--- src/rtl/cfgreg_pkg.sv ---
package cfgreg_pkg;

  // Key sequence addresses and data codes
  localparam int KEY_ADDR_FIRST  = 'h00;
  localparam int KEY_ADDR_SECOND = 'h01;
  localparam int OPEN_CODE_A     = 'h00;
  localparam int OPEN_CODE_B     = 'hFF;
  localparam int SHUT_CODE_A     = 'hDE;
  localparam int SHUT_CODE_B     = 'hAD;

  // Alarm registers
  localparam int ALM_STAT_ADDR   = 'h08;
  localparam int ALM_MASK_ADDR   = 'h09;

  typedef enum logic [1:0] {
    KEY_IDLE  = 2'd0,
    KEY_OPEN  = 2'd1,
    KEY_SHUT  = 2'd2
  } key_state_t;

  // True when address a lies in [base, base+count)
  function automatic logic in_window(input int a, input int base, input int count);
    return (a >= base) && (a < base + count);
  endfunction

  // Next key-tracker state after a write to the first key address
  function automatic key_state_t arm_from(input int data);
    if (data == OPEN_CODE_A) return KEY_OPEN;
    if (data == SHUT_CODE_A) return KEY_SHUT;
    return KEY_IDLE;
  endfunction

endpackage

--- src/rtl/cfgreg_lockseq.sv ---
module cfgreg_lockseq
  import cfgreg_pkg::*;
#(
  parameter int AW = 8,
  parameter int DW = 8
) (
  input  logic          clk,
  input  logic          rst_n,
  input  logic          wr_en,
  input  logic [AW-1:0] addr,
  input  logic [DW-1:0] wdata,
  output logic          locked
);

  key_state_t key_q;
  logic       second_hit;
  logic       open_fire;
  logic       shut_fire;

  assign second_hit = wr_en && (int'(addr) == KEY_ADDR_SECOND);
  assign open_fire  = second_hit && (key_q == KEY_OPEN) && (int'(wdata) == OPEN_CODE_B);
  assign shut_fire  = second_hit && (key_q == KEY_SHUT) && (int'(wdata) == SHUT_CODE_B);

  always_ff @(posedge clk) begin
    if (!rst_n) begin
      key_q  <= KEY_IDLE;
      locked <= 1'b1;
    end else if (wr_en) begin
      if (open_fire) locked <= 1'b0;
      else if (shut_fire) locked <= 1'b1;
      if (int'(addr) == KEY_ADDR_FIRST) key_q <= arm_from(int'(wdata));
      else key_q <= KEY_IDLE;
    end
  end

endmodule

--- src/rtl/cfgreg_portbank.sv ---
module cfgreg_portbank
  import cfgreg_pkg::*;
#(
  parameter int AW   = 8,
  parameter int DW   = 8,
  parameter int BASE = 'h20,
  parameter int NREG = 38
) (
  input  logic               clk,
  input  logic               rst_n,
  input  logic               pdn,
  input  logic               wr_en,
  input  logic               rd_en,
  input  logic [AW-1:0]      addr,
  input  logic [DW-1:0]      wdata,
  output logic               hit,
  output logic [DW-1:0]      rd_val,
  output logic [NREG*DW-1:0] image
);

  localparam int IW = (NREG > 1) ? $clog2(NREG) : 1;

  logic [NREG-1:0][DW-1:0] mem_q;
  logic [DW-1:0]           last_q;
  logic [IW-1:0]           idx;
  logic [DW-1:0]           live_val;
  logic                    wr_ok;

  assign hit      = in_window(int'(addr), BASE, NREG);
  assign idx      = IW'(addr - AW'(BASE));
  assign live_val = hit ? mem_q[idx] : '0;
  assign wr_ok    = wr_en && hit && !pdn;
  assign rd_val   = pdn ? last_q : live_val;
  assign image    = mem_q;

  for (genvar g = 0; g < NREG; g++) begin : g_cell
    always_ff @(posedge clk) begin
      if (!rst_n) mem_q[g] <= '0;
      else if (wr_ok && (idx == IW'(g))) mem_q[g] <= wdata;
    end
  end

  always_ff @(posedge clk) begin
    if (!rst_n) last_q <= '0;
    else if (rd_en && hit && !pdn) last_q <= live_val;
  end

endmodule

--- src/rtl/cfgreg_alarm.sv ---
module cfgreg_alarm #(
  parameter int DW     = 8,
  parameter int NALARM = 8
) (
  input  logic              clk,
  input  logic              rst_n,
  input  logic [NALARM-1:0] evt,
  input  logic              clr_we,
  input  logic              mask_we,
  input  logic [DW-1:0]     wdata,
  output logic [NALARM-1:0] status,
  output logic [NALARM-1:0] mask,
  output logic              irq_pull
);

  function automatic logic pending_any(input logic [NALARM-1:0] st, input logic [NALARM-1:0] mk);
    return |(st & ~mk);
  endfunction

  logic [NALARM-1:0] clr_bits;
  assign clr_bits = clr_we ? wdata[NALARM-1:0] : '0;

  always_ff @(posedge clk) begin
    if (!rst_n) begin
      status <= '0;
      mask   <= '1;
    end else begin
      status <= (status & ~clr_bits) | evt;
      if (mask_we) mask <= wdata[NALARM-1:0];
    end
  end

  assign irq_pull = pending_any(status, mask);

endmodule

--- src/rtl/cfgreg_top.sv ---
module cfgreg_top
  import cfgreg_pkg::*;
#(
  parameter int AW         = 8,
  parameter int DW         = 8,
  parameter int NALARM     = 8,
  parameter int CFG_BASE   = 'h02,
  parameter int NCFG       = 6,
  parameter int PORTA_BASE = 'h20,
  parameter int PORTB_BASE = 'h60,
  parameter int PORT_NREG  = 38
) (
  input  logic              clk,
  input  logic              rst_n,
  input  logic              wr_en,
  input  logic              rd_en,
  input  logic [AW-1:0]     addr,
  input  logic [DW-1:0]     wdata,
  input  logic [NALARM-1:0] alarm_evt,
  output logic [DW-1:0]     rdata,
  output logic              irq_pull
);

  localparam int CIW    = (NCFG > 1) ? $clog2(NCFG) : 1;
  localparam int NBANK  = 2;

  // Lock tracker
  logic locked;

  cfgreg_lockseq #(.AW(AW), .DW(DW)) u_seq (
    .clk    (clk),
    .rst_n  (rst_n),
    .wr_en  (wr_en),
    .addr   (addr),
    .wdata  (wdata),
    .locked (locked)
  );

  // Configuration registers
  logic [NCFG-1:0][DW-1:0] cfg_q;
  logic                    cfg_hit;
  logic [CIW-1:0]          cfg_idx;
  logic                    cfg_we;

  assign cfg_hit = in_window(int'(addr), CFG_BASE, NCFG);
  assign cfg_idx = CIW'(addr - AW'(CFG_BASE));
  assign cfg_we  = wr_en && cfg_hit && !locked;

  for (genvar g = 0; g < NCFG; g++) begin : g_cfg
    always_ff @(posedge clk) begin
      if (!rst_n) cfg_q[g] <= '0;
      else if (cfg_we && (cfg_idx == CIW'(g))) cfg_q[g] <= wdata;
    end
  end

  // Power-down controls live in the first configuration register
  logic [NBANK-1:0] pdn_vec;
  assign pdn_vec = cfg_q[0][NBANK-1:0];

  // Receive-port banks
  logic [NBANK-1:0]                   bank_hit;
  logic [NBANK-1:0][DW-1:0]           bank_val;
  logic [NBANK-1:0][PORT_NREG*DW-1:0] bank_img;

  for (genvar b = 0; b < NBANK; b++) begin : g_bank
    cfgreg_portbank #(
      .AW   (AW),
      .DW   (DW),
      .BASE ((b == 0) ? PORTA_BASE : PORTB_BASE),
      .NREG (PORT_NREG)
    ) u_bank (
      .clk    (clk),
      .rst_n  (rst_n),
      .pdn    (pdn_vec[b]),
      .wr_en  (wr_en),
      .rd_en  (rd_en),
      .addr   (addr),
      .wdata  (wdata),
      .hit    (bank_hit[b]),
      .rd_val (bank_val[b]),
      .image  (bank_img[b])
    );
  end

  // Alarm status and mask
  logic              stat_sel;
  logic              mask_sel;
  logic [NALARM-1:0] alarm_status;
  logic [NALARM-1:0] mask_q;

  assign stat_sel = (int'(addr) == ALM_STAT_ADDR);
  assign mask_sel = (int'(addr) == ALM_MASK_ADDR);

  cfgreg_alarm #(.DW(DW), .NALARM(NALARM)) u_alarm (
    .clk      (clk),
    .rst_n    (rst_n),
    .evt      (alarm_evt),
    .clr_we   (wr_en && stat_sel),
    .mask_we  (wr_en && mask_sel),
    .wdata    (wdata),
    .status   (alarm_status),
    .mask     (mask_q),
    .irq_pull (irq_pull)
  );

  // Read path
  logic          unmapped;
  logic [DW-1:0] rd_mux;

  assign unmapped = !(|bank_hit || cfg_hit || stat_sel || mask_sel);

  always_comb begin
    rd_mux = '0;
    for (int b = 0; b < NBANK; b++) begin
      if (bank_hit[b]) rd_mux = bank_val[b];
    end
    if (cfg_hit)  rd_mux = cfg_q[cfg_idx];
    if (stat_sel) rd_mux = DW'(alarm_status);
    if (mask_sel) rd_mux = DW'(mask_q);
  end

  always_ff @(posedge clk) begin
    if (!rst_n) rdata <= '0;
    else if (rd_en) rdata <= rd_mux;
  end

endmodule

--- config.mk ---
export PLATFORM = sky130hd
export DESIGN_NAME = cfgreg_top
export DESIGN_NICKNAME = d
export VERILOG_FILES = /design/src/rtl/cfgreg_pkg.sv /design/src/rtl/cfgreg_lockseq.sv /design/src/rtl/cfgreg_portbank.sv /design/src/rtl/cfgreg_alarm.sv /design/src/rtl/cfgreg_top.sv
export SDC_FILE = /design/constraint.sdc
export NUM_CORES = 2
export LEC_CHECK = 0
export ABC_CLOCK_PERIOD_IN_PS = 2600
export BUFFER_PORTS_ARGS = -buffer_cell sky130_fd_sc_hd__buf_4
export CAP_MARGIN = 25
export CORE_MARGIN = 2
export CORE_UTILIZATION = 28
export DETAILED_ROUTE_END_ITERATION = 12
export PLACE_DENSITY = 0.52
export RECOVER_POWER = 100
export REMOVE_ABC_BUFFERS = 1
export SYNTH_ARGS = -nofsm -noshare
export SYNTH_HDL_FRONTEND = slang
export SYNTH_SLANG_ARGS = --single-unit
--- constraint.sdc ---
create_clock -name clk -period 2.6 [get_ports clk]
set_input_delay 0.26 -clock clk [delete_from_list [all_inputs] [get_ports clk]]
set_output_delay 0.26 -clock clk [all_outputs]
set_load 0.005 [all_outputs]
# Word level (Yosys, flattened, before mapping)
# Cells that the tools add are included.
[op_classes] add_sub_neg=3 n_lt_le_gt_ge=9 eq_ne=87 n_mux=32 n_bitwise=5 n_reduce_logical=113
[op_table] op="equality test 6 x 5 -> 1 bit (second input constant)" n=32
[op_table] op="two-way mux 8 bit" n=13
[op_table] op="logical AND 1 bit" n=102
[op_table] op="binary-select mux 8 bit (select 6 bit)" n=2
[op_table] op="equality test 6 x 4 -> 1 bit (second input constant)" n=16
[op_table] op="equality test 6 bit (second input constant)" n=12
[op_table] op="equality test 6 x 3 -> 1 bit (second input constant)" n=8
[op_table] op="binary-select mux 8 bit (select 3 bit)" n=1
[op_table] op="equality test 6 x 2 -> 1 bit (second input constant)" n=4
[op_table] op="AND 8 bit" n=2
[op_table] op="equality test 8 x 5 -> 1 bit (second input constant)" n=2
[op_table] op="logical NOT 8 bit" n=2
[op_table] op="NOT 8 bit" n=2
[op_table] op="< comparator 6 x 7 -> 1 bit (second input constant)" n=2
[op_table] op="equality test 6 x 1 -> 1 bit (second input constant)" n=2
[op_table] op="logical NOT 6 bit" n=2
[op_table] op="subtractor 6 bit (second input constant)" n=2
[op_table] op="two-way mux 1 bit" n=11
[op_table] op="two-way mux 2 bit" n=5
[op_table] op="equality test 8 x 1 -> 1 bit (second input constant)" n=1
[op_table] op="equality test 8 x 2 -> 1 bit (second input constant)" n=1
[op_table] op="equality test 8 x 7 -> 1 bit (second input constant)" n=1
[op_table] op="equality test 8 bit (second input constant)" n=1
[op_table] op="greater-or-equal comparator 8 x 2 -> 1 bit (second input constant)" n=1
[op_table] op="other kinds (18)" n=22
[word_totals] reg_bits=699 elab_cells=338

# Longest topological paths before layout
[logic_depth] word_depth=12 ltp_mapped=12 ltp_nobuf=7

# Hierarchy
# A second synthesis with hierarchy kept.
[hier_totals] hier_cells=3477 hier_area_um2=33180.6
[by_module_without_submodules] mod="cfgreg_portbank at g_bank[1].u_bank" n_inst=1 cells_per_inst=1616 area_each_um2=14825.5 seq_area_each_um2=6246.0
[by_module_without_submodules] mod="cfgreg_portbank at g_bank[0].u_bank" n_inst=1 cells_per_inst=1423 area_each_um2=14402.6 seq_area_each_um2=6246.0
[by_module_without_submodules] mod="cfgreg_top" n_inst=1 cells_per_inst=341 area_each_um2=3123.0 seq_area_each_um2=1121.1
[by_module_without_submodules] mod="cfgreg_alarm" n_inst=1 cells_per_inst=72 area_each_um2=626.9 seq_area_each_um2=320.3
[by_module_without_submodules] mod="cfgreg_lockseq" n_inst=1 cells_per_inst=25 area_each_um2=202.7 seq_area_each_um2=60.1

# Worst setup path after synthesis
# OpenSTA, ideal clock, no wires.
[synth_timing] path_type="input-to-reg" start="in addr[0]" end="reg g_bank[0].u_bank.last_q[1]" setup_ns=0.128 arrival_ns=2.142 t_required_ns=2.472 setup_slack_ns=0.331 path_stages=11 path_buffers=4 path_cell_list="buf_4 -> buf_6 -> buf_4 -> buf_4 -> mux2_2 -> a221oi_1 -> a211oi_1 -> o31ai_1 -> nor2_1 -> a21oi_1 -> nor2_1"
[synth_via] elab_chain_cells=4 elab_cells_between_ends=9
[synth_rtl] item="start: declaration" line_no="cfgreg_top.sv:17" rtl="input logic [AW-1:0] addr,"
[synth_rtl] item="subtractor 6 bit (tied with other cells)" line_no="cfgreg_portbank.sv:30" rtl="assign idx = IW'(addr - AW'(BASE));"
[synth_rtl] item="binary-select mux 8 bit (select 6 bit) or logical AND 1 bit (tied branches)" line_no="cfgreg_portbank.sv:31, cfgreg_pkg.sv:23"
[synth_rtl] item="two-way mux 8 bit (not written as such) or logical AND 1 bit (tied branches)" line_no="cfgreg_portbank.sv:31, cfgreg_portbank.sv:45"
[synth_rtl] item="two-way mux 8 bit or logical AND 1 bit (tied branches)" line_no="cfgreg_portbank.sv:31, cfgreg_portbank.sv:45"
[synth_rtl] item="end signal: assignment" line_no="cfgreg_portbank.sv:45" rtl="else if (rd_en && hit && !pdn) last_q <= live_val;"
[synth_rtl] item="end: declaration" line_no="cfgreg_portbank.sv:24" rtl="logic [DW-1:0] last_q;"
# Parallel ways exist; a longest one is shown, timed or not. The select of a mux whose other input is x is not followed.
# A chain may end at the register's enable or synchronous reset.

# Worst setup path in the final report
[layout_timing] start="reg g_bank[0].u_bank.mem_q (netlist bit g_bank[0].u_bank.image[120])" end="reg rdata[0]"
[layout_via] elab_chain_cells=9
[layout_rtl] item="start: declaration" line_no="cfgreg_portbank.sv:23" rtl="logic [NREG-1:0][DW-1:0] mem_q;"
[layout_rtl] item="start signal: indexed assignment" line_no="cfgreg_portbank.sv:39" rtl="else if (wr_ok && (idx == IW'(g))) mem_q[g] <= wdata;"
[layout_rtl] item="binary-select mux 8 bit (select 6 bit)" line_no="cfgreg_portbank.sv:31" rtl="assign live_val = hit ? mem_q[idx] : '0;"
[layout_rtl] item="two-way mux 8 bit (not written as such)" line_no="cfgreg_portbank.sv:31"
[layout_rtl] item="two-way mux 8 bit" line_no="cfgreg_portbank.sv:31"
[layout_rtl] item="two-way mux 8 bit" line_no="cfgreg_portbank.sv:33" rtl="assign rd_val = pdn ? last_q : live_val;"
[layout_rtl] item="two-way mux 8 bit (2 in a row)" line_no="cfgreg_top.sv:115" rtl="if (bank_hit[b]) rd_mux = bank_val[b];"
[layout_rtl] item="two-way mux 8 bit" line_no="cfgreg_top.sv:117" rtl="if (cfg_hit) rd_mux = cfg_q[cfg_idx];"
[layout_rtl] item="two-way mux 8 bit" line_no="cfgreg_top.sv:118" rtl="if (stat_sel) rd_mux = DW'(alarm_status);"
[layout_rtl] item="two-way mux 8 bit" line_no="cfgreg_top.sv:119" rtl="if (mask_sel) rd_mux = DW'(mask_q);"
[layout_rtl] item="end signal: assignment" line_no="cfgreg_top.sv:124" rtl="else if (rd_en) rdata <= rd_mux;"
[layout_rtl] item="end: declaration" line_no="cfgreg_top.sv:20" rtl="output logic [DW-1:0] rdata,"
# Every way passes these cells. The select of a mux whose other input is x is not followed.

==> metrics.yaml <==
logic_synthesis:
  synth.avg_cell_area_sq_um: 8.486
  synthCells: 3747
  async_reset_ff_frac: 0
  synth_cell_type_count: 78
  seq_area_frac_synth: 0.4401
  synth_edf_count: 0
  syn_area_sq_um: 31800
  yosys_warnings: 0
  ys_ff_latch: 699
  dominantRegCellSynth: "dfxtp_1"
layout:
  mostFrequentLayoutCells: "nand2_1 (708), dfxtp_1 (699), a21oi_1 (609), nand3_1 (323), buf_4 (281)"
  antenna_cells: 0
  final_common_cell: "nand2_1"
  nets: 3873
  drive_above_1_share: 0.1669
  fillCellCount: 11610
  final_cell_area_sq_um: 37950
  area_growth_pct: 19.36
sta:
  setup-violations-final: 0
  relSlewSlack: 0.2666
  rsz0062_at_grt: "false"
  setup_slack_ns: 0.1636
  finalCriticalPeriod_ns: 2.436
  slew_viol_final: 0
  worst_pin_slew_ns: 1.100
  min_period_over_period: 0.9371
  fmaxAchievable_mhz: 410.4
  final_hold_viol_count: 0
  finClkSkew_ns: 0.03463
  fin_tns_setup_ns: 0
drt:
  drt_iter0_markers: 2675
  routedWlPerCell_um: 21.33
  firstDrtPassIters: 6
  drc: 0
  viasPerCell: 5.240
  postRouteAntennaNets: 0
  drt_wl_total_mm: 115.3
  num_vias: 28330
job:
  max-cap-violations: 0
worst_setup_path:
  startpoint_type: "flip-flop"
  worstPathCellList: "mux4_2 -> mux2i_1 -> a221oi_1 -> a22oi_1 -> clkbuf_4 -> nand2_1 -> a31oi_1 -> nor4_1"
  cp.arrival_ns: 2.99
  slowest_delay_ns: 0.51
  reg2reg_depth: 8
  required_ns: 3.15
  r2r-end: "rdata[0]"
  cp-end-kind: "flip-flop"
  regToRegSetupSlack_ns: 0.16
  r2r-start: "g_bank[0].u_bank.image[120]"
  slowest_stage: "mux4_2"
  crit_type: "reg2reg"
  crit_fanout: 2
  path_buf_inv: 1
  critPathTopFamily: "multiplexers"
cts:
  cts_buffer_depth: 3
  tritoncts: "yes"
  numClockSinks: 699
  clk_latency_ns: 0.67
  cts_root_buffer: "clkbuf_16"
  cts_resized: 0
  ctsHtreeMaxLevel: 3
  cts_buffers: 78
  cts.clk_slew.worst_paths_ns: 0.07
floorplanning:
  core_sq_um: 112500
  initial_core_util: 0.2826
  die_w_um: 341.0
  die_area_sq_um: 116300
  fp-row-count: 123
  die_h_um: 341.0
  ioPinCount: 37
global_routing:
  grt_pass1_wl_mm: 175.2
  grt_start_max_net_pins: 90
  grtUsageTotal: 0.1941
  antenna_found_initial: 8
  grt_pass1_vias: 27030
  overflow: 0
placement:
  gp_congestion: 0.8946
  port_buffers: 36
  dp_slack_ns: -0.2783
  place_area_sq_um: 35390
  hpwl_mm: 77.41
pwr:
  vdd_drop_max_mv: 0.4040
  p_per_area_nw_per_um2: 625.3
  p_leak_uw: 0.01254
  power_uw: 23730
hold_path:
  hold_path_end: "g_bank[1].u_bank.image[107]"
  min_path_cells: 3
  min_path_type: "in2reg"
  hold_start: "wdata[3]"
status:
  status: "completed"
[worst register-to-register path, delay by kind of cell (launching register included)]
kind	cells	cell delay (ns)
and+or+nand+nor	2	0.16
buffers and inverters	1	0.22
muxes	2	0.90
AOI/OAI and AO/OA	3	0.74
DFF	1	0.31
[report_power, final]
| part | internal, uW | switching (uW) |
|---|---|---|
| clock network | 6540 | 4760 |
| logic | 513 | 1140 |
| registers | 10700 | 36.3 |
| total | 17800 | 5940 |
[worst max-delay path by stage]
stage,from,to,slack [ns],cells past startpoint
2_1_floorplan,rst_n,rdata[2],-8.20,4
5_1_grt,cfg_q[0],g_bank[0].u_bank.image[262],0.11,7
3_5_place_dp,addr[0],rdata[0],-0.28,11
4_1_cts,u_alarm.status[5],irq_pull,0.22,4
6_report,g_bank[0].u_bank.image[120],rdata[0],0.16,8
3_3_place_gp,addr[0],rdata[0],-0.21,11
[cell usage after synthesis (9+ instances only)]
cell	number	area [sq um]
nand2_1	707	2654
dfxtp_1	699	13990
a21oi_1	609	3048
nand3_1	323	1617
o21ai_0	270	1351
clkbuf_1	243	912.1
nor2_1	182	683.2
mux2i_1	171	1712
mux4_2	127	2860
buf_2	59	295.3
nor3_1	26	130.1
a22oi_1	19	142.6
buf_4	19	142.6
buf_6	19	214.0
nor2_2	17	106.4
o21ai_1	16	80.08
o22ai_1	16	100.1
and3_1	14	87.58
inv_1	14	52.55
a211oi_1	13	97.59
buf_1	13	48.80
a31oi_1	12	75.07
a221oi_1	11	96.34
and2_1	11	68.82
mux2_2	10	112.6
nand2b_1	9	56.30
[logic make-up after synthesis]
kind of cell    after synthesis  synth area share
compound gates             1020            0.1719
buf+inv                     370           0.05308
flops                       699            0.4401
mux                         308            0.1473
simple gates               1350            0.1876
[flip-flops by register name, indices dropped and copies added, names as in the netlist]
| signal | flops |
|---|---|
| u_alarm.status | 8 |
| u_seq.locked | 1 |
| rdata | 8 |
| g_bank.u_bank.last_q | 16 |
| u_seq.key_q | 2 |
| u_alarm.mask | 8 |
| cfg_q | 48 |
| g_bank.u_bank.image | 608 |
[per-stage QoR]
| step | cells | utilization | hold slack, ns |
|---|---|---|---|
| 4_1_cts | 5407 | 0.3386 | 0.03135 |
| 2_1_floorplan | 3393 | - | 0.3318 |
| 3_3_place_gp | 5252 | 0.3146 | 0.4356 |
| 5_1_grt | 5407 | 0.3373 | 0.06969 |
| 3_5_place_dp | 5252 | 0.3146 | 0.4437 |
| 6_report | 5407 | 0.3373 | 0.05784 |
[final cells by class]
cell class	instances	area (sq um)	share of cell area
inverter	16	62.56	0.001648
tap	1500	1877	0.04945
clock inverter	27	324.1	0.008539
clock buffer	115	2251	0.05931
sequential	699	13990	0.3687
multi-input combinational	2678	16110	0.4244
timing repair buffer	372	3336	0.08789
[metal layers]
layer	up-vias	share of wire	global-route usage
li1	13440	-	-
met4	8	0.024	0.05488
met2	911	0.45	0.3041
met1	13830	0.46	0.2752
met3	144	0.067	0.03086
met5	-	0.00040	0
[timing repair]
item / CTS / global route
hold endpoints to repair: 38 / 0
hold buffers: 13 / 0
setup buffers: 0 / 0
(Power assumes the default switching activity.)
